### config.mk
export PLATFORM = sky130hd
export DESIGN_NAME = fmax_exc_accum
export DESIGN_NICKNAME = d
export VERILOG_FILES = /design/src/rtl/fmax_pkg.sv /design/src/rtl/fmax_stage_eval.sv /design/src/rtl/fmax_resolve.sv /design/src/rtl/fmax_status_reg.sv /design/src/rtl/fmax_exc_accum.sv
export SDC_FILE = /design/constraint.sdc
export NUM_CORES = 1
export LEC_CHECK = 0
export BUFFER_PORTS_ARGS = -buffer_cell sky130_fd_sc_hd__buf_4
export CAP_MARGIN = 30
export CORE_UTILIZATION = 46
export CTS_CLUSTER_DIAMETER = 60
export DETAILED_ROUTE_END_ITERATION = 6
export PLACE_DENSITY = 0.8
export SYNTH_ARGS = -nofsm -noshare
export SYNTH_HDL_FRONTEND = slang
export SYNTH_SLANG_ARGS = --single-unit
### constraint.sdc
create_clock -name clk -period 2 [get_ports clk]
set_input_delay 0.2 -clock clk [delete_from_list [all_inputs] [get_ports clk]]
set_output_delay 0.2 -clock clk [all_outputs]
set_load 0.02 [all_outputs]
### src/rtl/fmax_pkg.sv
package fmax_pkg;
  localparam int FLAG_W = 5;
  localparam int B_NV = 4;
  localparam int B_OF = 3;
  localparam int B_UF = 2;
  localparam int B_DZ = 1;
  localparam int B_NX = 0;

  typedef logic [FLAG_W-1:0] flags_t;

  typedef enum logic [1:0] {
    TK_NONE  = 2'b00,
    TK_IEEE  = 2'b01,
    TK_UNFIN = 2'b10
  } trap_kind_t;

  // Reported view of one stage: overflow or underflow always brings inexact.
  function automatic flags_t report_view(input flags_t raw);
    flags_t v;
    v = raw;
    if (raw[B_OF] || raw[B_UF]) v[B_NX] = 1'b1;
    return v;
  endfunction
endpackage

### src/rtl/fmax_stage_eval.sv
module fmax_stage_eval
  import fmax_pkg::*;
(
  input  flags_t raw,
  input  flags_t enable,
  input  logic   ns_mode,
  output flags_t reported,
  output logic   traps,
  output logic   divert
);
  always_comb begin
    reported = report_view(raw);
    // Trap test uses the raw flags, before inexact is implied.
    traps    = |(raw & enable);
    // Without non-standard mode, underflow goes to software.
    divert   = raw[B_UF] && !ns_mode;
  end
endmodule

### src/rtl/fmax_resolve.sv
module fmax_resolve
  import fmax_pkg::*;
#(
  parameter int NUM_STAGES = 2
) (
  input  logic                         valid,
  input  logic                         unfin_req,
  input  logic [NUM_STAGES-1:0][FLAG_W-1:0] reported,
  input  logic [NUM_STAGES-1:0]        traps,
  input  logic [NUM_STAGES-1:0]        divert,
  input  flags_t                       aexc_cur,
  output flags_t                       cexc_nxt,
  output flags_t                       aexc_nxt,
  output logic                         cexc_upd,
  output logic                         aexc_upd,
  output logic                         wb,
  output trap_kind_t                   kind
);
  localparam int SEL_W = (NUM_STAGES > 1) ? $clog2(NUM_STAGES) : 1;

  logic [SEL_W-1:0] sel;
  logic             any_trap;
  flags_t           merged;

  // Earliest stage in the chain wins: scan downward so index 0 is last.
  always_comb begin
    sel      = '0;
    any_trap = 1'b0;
    merged   = '0;
    for (int i = NUM_STAGES - 1; i >= 0; i--) begin
      merged = merged | reported[i];
      if (traps[i]) begin
        sel      = SEL_W'(i);
        any_trap = 1'b1;
      end
    end
  end

  always_comb begin
    cexc_nxt = '0;
    aexc_nxt = aexc_cur;
    cexc_upd = 1'b0;
    aexc_upd = 1'b0;
    wb       = 1'b0;
    kind     = TK_NONE;
    if (valid) begin
      if (unfin_req || (|divert)) begin
        kind = TK_UNFIN;
      end else if (any_trap) begin
        kind     = TK_IEEE;
        cexc_upd = 1'b1;
        cexc_nxt = reported[sel];
      end else begin
        cexc_upd = 1'b1;
        aexc_upd = 1'b1;
        wb       = 1'b1;
        cexc_nxt = merged;
        aexc_nxt = aexc_cur | merged;
      end
    end
  end
endmodule

### src/rtl/fmax_status_reg.sv
module fmax_status_reg
  import fmax_pkg::*;
(
  input  logic       clk,
  input  logic       rst,
  input  flags_t     cexc_nxt,
  input  flags_t     aexc_nxt,
  input  logic       cexc_upd,
  input  logic       aexc_upd,
  input  logic       wb_nxt,
  input  trap_kind_t kind_nxt,
  output flags_t     cexc,
  output flags_t     aexc,
  output logic       wb_en,
  output logic       trap_pulse,
  output trap_kind_t trap_kind
);
  always_ff @(posedge clk) begin
    if (rst) begin
      cexc       <= '0;
      aexc       <= '0;
      wb_en      <= 1'b0;
      trap_pulse <= 1'b0;
      trap_kind  <= TK_NONE;
    end else begin
      if (cexc_upd) cexc <= cexc_nxt;
      if (aexc_upd) aexc <= aexc_nxt;
      wb_en      <= wb_nxt;
      trap_pulse <= (kind_nxt != TK_NONE);
      trap_kind  <= kind_nxt;
    end
  end

  AST_UNFIN_FROZEN: assert property (@(posedge clk) disable iff (rst)
    (trap_pulse && trap_kind == TK_UNFIN) |-> ($stable(cexc) && $stable(aexc) && !wb_en));
  AST_IEEE_AEXC_KEPT: assert property (@(posedge clk) disable iff (rst)
    (trap_pulse && trap_kind == TK_IEEE) |-> ($stable(aexc) && !wb_en));
  AST_AEXC_ACCUM: assert property (@(posedge clk) disable iff (rst)
    wb_en |-> (aexc == ($past(aexc) | cexc)));
  AST_OF_HAS_NX: assert property (@(posedge clk) disable iff (rst)
    cexc[B_OF] |-> cexc[B_NX]);
  AST_PULSE_EXCL: assert property (@(posedge clk) disable iff (rst)
    $onehot0({wb_en, trap_pulse}));
  AST_KIND_MATCH: assert property (@(posedge clk) disable iff (rst)
    trap_pulse == (trap_kind != TK_NONE));
endmodule

### src/rtl/fmax_exc_accum.sv
module fmax_exc_accum
  import fmax_pkg::*;
(
  input  logic       clk,
  input  logic       rst,
  input  logic       op_valid,
  input  logic       unfin_req,
  input  logic [4:0] mul_flags,
  input  logic [4:0] add_flags,
  input  logic [4:0] trap_en,
  input  logic       ns_mode,
  output logic [4:0] cexc,
  output logic [4:0] aexc,
  output logic       wb_en,
  output logic       trap_pulse,
  output logic [1:0] trap_kind
);
  localparam int NUM_STAGES = 2;

  logic [NUM_STAGES-1:0][FLAG_W-1:0] stage_raw;
  logic [NUM_STAGES-1:0][FLAG_W-1:0] stage_rep;
  logic [NUM_STAGES-1:0]             stage_trap;
  logic [NUM_STAGES-1:0]             stage_div;

  flags_t     cexc_nxt, aexc_nxt, cexc_q, aexc_q;
  logic       cexc_upd, aexc_upd, wb_nxt;
  trap_kind_t kind_nxt, kind_q;

  // Stage 0 is the multiply, stage 1 the add/subtract.
  assign stage_raw[0] = mul_flags;
  assign stage_raw[1] = add_flags;

  for (genvar g = 0; g < NUM_STAGES; g++) begin : g_stage
    fmax_stage_eval u_eval (
      .raw      (stage_raw[g]),
      .enable   (trap_en),
      .ns_mode  (ns_mode),
      .reported (stage_rep[g]),
      .traps    (stage_trap[g]),
      .divert   (stage_div[g])
    );
  end

  fmax_resolve #(.NUM_STAGES(NUM_STAGES)) u_resolve (
    .valid    (op_valid),
    .unfin_req(unfin_req),
    .reported (stage_rep),
    .traps    (stage_trap),
    .divert   (stage_div),
    .aexc_cur (aexc_q),
    .cexc_nxt (cexc_nxt),
    .aexc_nxt (aexc_nxt),
    .cexc_upd (cexc_upd),
    .aexc_upd (aexc_upd),
    .wb       (wb_nxt),
    .kind     (kind_nxt)
  );

  fmax_status_reg u_status (
    .clk       (clk),
    .rst       (rst),
    .cexc_nxt  (cexc_nxt),
    .aexc_nxt  (aexc_nxt),
    .cexc_upd  (cexc_upd),
    .aexc_upd  (aexc_upd),
    .wb_nxt    (wb_nxt),
    .kind_nxt  (kind_nxt),
    .cexc      (cexc_q),
    .aexc      (aexc_q),
    .wb_en     (wb_en),
    .trap_pulse(trap_pulse),
    .trap_kind (kind_q)
  );

  assign cexc      = cexc_q;
  assign aexc      = aexc_q;
  assign trap_kind = kind_q;

  AST_NS0_NO_UF: assert property (@(posedge clk) disable iff (rst)
    wb_en |-> (!cexc[B_UF] || $past(ns_mode)));
  AST_IDLE_QUIET: assert property (@(posedge clk) disable iff (rst)
    !op_valid |=> (!trap_pulse && !wb_en && $stable(aexc) && $stable(cexc)));
endmodule

Word level (Yosys, flattened, before mapping) --
Index checks and enable logic that the tools add are counted. W data, S select, Z words.
Storage, ports and cells: output and inout bits 14, input bits 20, flip-flop bits (word level) 14, logic and storage cells 41
Cells by class: muxes and demuxes 18, reductions and logical operators 11, magnitude comparators 1, bitwise logic cells 6
Operators by type and width (count):
- $mux W5 | 5
- $mux W1 | 11
- $and A5 B5 Y5 | 2
- $or A5 B5 Y5 | 2
- $reduce_or A5 Y1 | 2
- $mux W2 | 2
- $reduce_and A4 Y1 | 1
- $logic_or A1 B1 Y1 | 3
- $logic_and A1 B1 Y1 | 2
- $lt A1 B2 Y1 const B | 1
- $not A1 Y1 | 2
- $reduce_bool A2 Y1 | 1
- $reduce_or A2 Y1 | 1
- $logic_not A1 Y1 | 1

Logic depth before layout (Yosys ltp) --
depth after elaboration 9, depth in mapped cells 5, depth with buffers taken out 4

Cells and area by module --
A second synthesis with hierarchy kept.
Unflattened totals: cell total of the unflattened synthesis 95, area, all modules 818.3 um^2
Modules (own cells, without submodules):
- fmax_status_reg | instances 1, area an instance 474.2 um^2, cells each 42, seq. area each 280.3 um^2
- fmax_resolve | instances 1, area an instance 216.5 um^2, cells each 35, seq. area each 0.0 um^2
- fmax_stage_eval | instances 2, area an instance 63.8 um^2, cells each 9, seq. area each 0.0 um^2

Worst setup path after synthesis --
OpenSTA, ideal clock, no wires.
kind in2reg, from input add_flags[2], to register u_status.aexc[0], arrival time 1.337 ns, setup time 0.075 ns, setup slack 0.588 ns, path buffers 1, cell stages on the path 5, required time 1.925 ns, path through o21ba_2 or3_1 or3_1 buf_6 o22ai_2
Between the ends: word-level cells in the longest chain between the ends 8, elaborated cells on any way between the ends 17, classes of those cells 6 x mux; 5 x bitwise; 6 x reduce/logical
RTL lines:
- start: declaration | line fmax_exc_accum.sv:9 | input logic [4:0] add_flags,
- $and A5 B5 Y5 | line fmax_stage_eval.sv:14 | traps = |(raw & enable);
- $reduce_or A5 Y1 | line fmax_stage_eval.sv:14
- $mux W1 (2 in a row) | line fmax_resolve.sv:32 | if (traps[i]) begin
- $mux W1 | line fmax_resolve.sv:49 | end else if (any_trap) begin
- $mux W1 (2 in a row)
- $reduce_and A4 Y1 (no line)
- end signal: assignment | line fmax_status_reg.sv:27 | if (aexc_upd) aexc <= aexc_nxt;
- end: declaration | line fmax_status_reg.sv:13 | output flags_t aexc,
Several ways; a longest one is shown, not always the timed one. A chain may end at the register's enable or synchronous reset.

==> metrics.md <==
| Metric | Value |
|---|---|
| Area Overhead vs Synth | 42.4% |
| Leak | 0.000417 uW |
| Post-Syn Area | 678 sq um |
| Via Count | 667 |
| H-tree levels | 1 |
| Ant. Diodes | 0 |
| Worst Hold Class | in -> reg |
| Sequential area share after synthesis | 41.3% |
| Fin util | 72.4% |
| Area after DPL | 930 sq um |
| NetSw | 182 uW |
| Worst-skew pair later-pin latency | 0.28 ns |
| Period utilization | 69.2% |
| Power per cell area | 687 mW/mm^2 |
| Post-synth EDFFs | 0 |
| RSZ-0062 raised after global routing | false |
| Filler cells | 119 |
| Syn Nets | 98 |
| Critical path type | in -> reg |
| Core area | 0.00133 sq mm |
| Crit-path slowest cell | or3_1 |
| Top cell type by total area after synthesis | dfxtp_1 |
| Global Route Usage Sum | 21.2% |
| Asr flop ratio synth | 0% |
| WP data arrival | 1.60 ns |
| Crit. End Element | register |
| Average size of a mapped cell | 8.69 sq um |
| Die area | 0.00163 sq mm |
| Vias in the first global route | 554 |
| CTS Sinks | 14 |
| Antenna violations before repair | 0 |
| Slew Viols, Final | 0 |
| 1st-iter DRT viols | 31 |
| Worst Clk Skew | 0 ns |
| Overflow after GRT | 0 |
| Setup TNS | 0 ns |
| Fin cells | 128 |
| Top FF cell, synth | dfxtp_1 |
| Chip Height | 40.4 um |
| Yosys reg bits | 14 |
| Critical path required time | 2.21 ns |
| Netlist cell types | 22 |
| Clock share of power | 30.7% |
| WL final | 1520 um |
| Clock transition at the registers of the reported paths | 0.09 ns |
| Placed wire-length estimate | 1190 um |
| Startpoint class of the critical path | primary input |
| Hold buffers post-CTS | 0 |
| CTS buffer count | 3 |
| Top cell by count, worst path | or3_1 |
| Worst relative slew slack | 68.0% |
| Total number of yosys warnings | 0 |
| Delay-heaviest family, CP | simple AND/OR/NAND/NOR gates |
| Initial Util | 50.8% |
| Post-CTS sizing | 0 |
| # port buffers | 33 |
| Final Hold Slack | 0.161 ns |
| Global placer's final weighted congestion | 0.793 |
| Crit-path max FO | 16 |
| CTS max path bufs | 2 |
| Worst path max stage delay | 0.52 ns |
| CP Buf/Inv Count | 1 |
| Root Buffer | clkbuf_4 |
| NumNets Final | 134 |
| Setup Buffers After CTS | 0 |
| Peak Freq | 723 MHz |
| Internal Pwr Total | 481 uW |
| Worst path cell trace | buf_4, nand2b_1, or3_1, or3_1, o22ai_2 |
| Synth top area cells | dfxtp_1, o22ai_2, nor2_1 |
| Share of power burned in registers | 46.2% |
| First-pass GRT wire length | 2260 um |
| Placed insts | 124 |
| Largest net degree at the start of global routing | 17 |
| DRC | 0 |
| Most common library cells after synthesis | dfxtp_1, nor2_1, a21oi_1 |
| Final Hold Fails | 0 |
| Status | finished, final reports clean |
| Fin crit period | 1.38 ns |
| CTS tree | yes |
| # rows | 13 |
| Setup Viol. Count Final | 0 |
| Peak VDD IR | 0.000544 V |
| Layout cells sized above 1 | 39.8% |
| First-pass iteration count of the detailed router | 4 |
| DR vias/cell | 5.21 |
| Die width | 40.4 um |
| Total I/O pin count | 34 |
| Post-Syn Instances | 78 |
| Antenna-violating nets left | 0 |
| Post-route cell area | 966 sq um |
| Logic pwr share | 23.1% |
| Max cap viols | 0 |
| Sw Share | 27.5% |
| Area share of the largest cell type after synthesis | 41.3% |
| Avg WL per Cell | 11.9 um |
| Tightest Pin Transition | 0.478 ns |
==> kinds of logic after synthesis <==
group | count (synthesis) | synth area share (%)
and+or+nand+nor | 29 | 22.0
DFF | 14 | 41.3
AOI/OAI and AO/OA | 27 | 31.2
buffers and inverters | 8 | 5.53
==> stage by stage <==
| step | setup WS, ns | power (uW) |
|---|---|---|
| after floorplan | 0.588 | 390 |
| after global placement | 0.353 | 464 |
| after detailed placement | 0.320 | 465 |
| after CTS | 0.618 | 669 |
| after global routing | 0.560 | 695 |
| final | 0.616 | 663 |
==> layout make-up <==
| type | instances | area [sq um] | area share (%) |
|---|---|---|---|
| timing repair buffer | 33 | 248 | 25.6 |
| inverter | 6 | 22.5 | 2.33 |
| clock buffer | 4 | 36.3 | 3.76 |
| tap | 15 | 18.8 | 1.94 |
| sequential | 14 | 280 | 29.0 |
| multi-input combinational | 56 | 360 | 37.3 |
==> sequential cells by signal (all words and copies together) (netlist names) <==
name and flops:
u_status.trap_pulse 1, u_status.aexc 5, u_status.cexc 5, u_status.trap_kind 2, u_status.wb_en 1
==> worst min-delay path, delay by kind of cell <==
family                 cells  cell delay [ns]
buffers and inverters      1             0.09
AO/OA/AOI/OAI              1             0.07
AND/OR/NAND/NOR            1             0.05
==> path summary, 6_finish.rpt <==
path / endpoint / start / cells after the start / slack [ns]
min reg2reg: u_status.aexc[1] / u_status.aexc[1] / 2 / 0.49
max reg2reg: u_status.cexc[3] / u_status.cexc[3] / 2 / 1.23
min: u_status.aexc[4] / mul_flags[4] / 3 / 0.16
max: u_status.aexc[0] / rst / 5 / 0.62
==> routing by layer <==
metal | share of wire (%) | up-vias | wire length [um] | GRT usage [%]
li1 | - | 358 | - | -
met2 | 48 | 18 | 726 | 33.3
met1 | 47 | 289 | 715 | 25.8
met4 | 0.92 | 0 | 14 | 12.5
met3 | 4.5 | 2 | 68 | 5.00
met5 | 0 | - | 0 | 0
==> layout by cell type (no fill, tap or decap), drive strengths merged <==
cell type	n
o22ai	5
a222oi	2
nor2	14
buf	33
nor3b	1
or3b	1
nor3	1
nor2b	4
nor4	1
o21ai	5
dfxtp	14
nand2b	1
clkbuf	4
a22oi	2
o21ba	1
nand2	2
or3	3
o32ai	5
and2	1
a21oi	7
inv	6
==> power by group through the flow <==
stage          logic [uW]  registers [uW]  clock network [uW]
2_1_floorplan        56.1             334                   0
3_3_place_gp          152             312                   0
3_5_place_dp          152             313                   0
4_1_cts               153             306                 209
5_1_grt               165             309                 221
6_report              153             306                 204
Power figures use the tool's default switching activity.
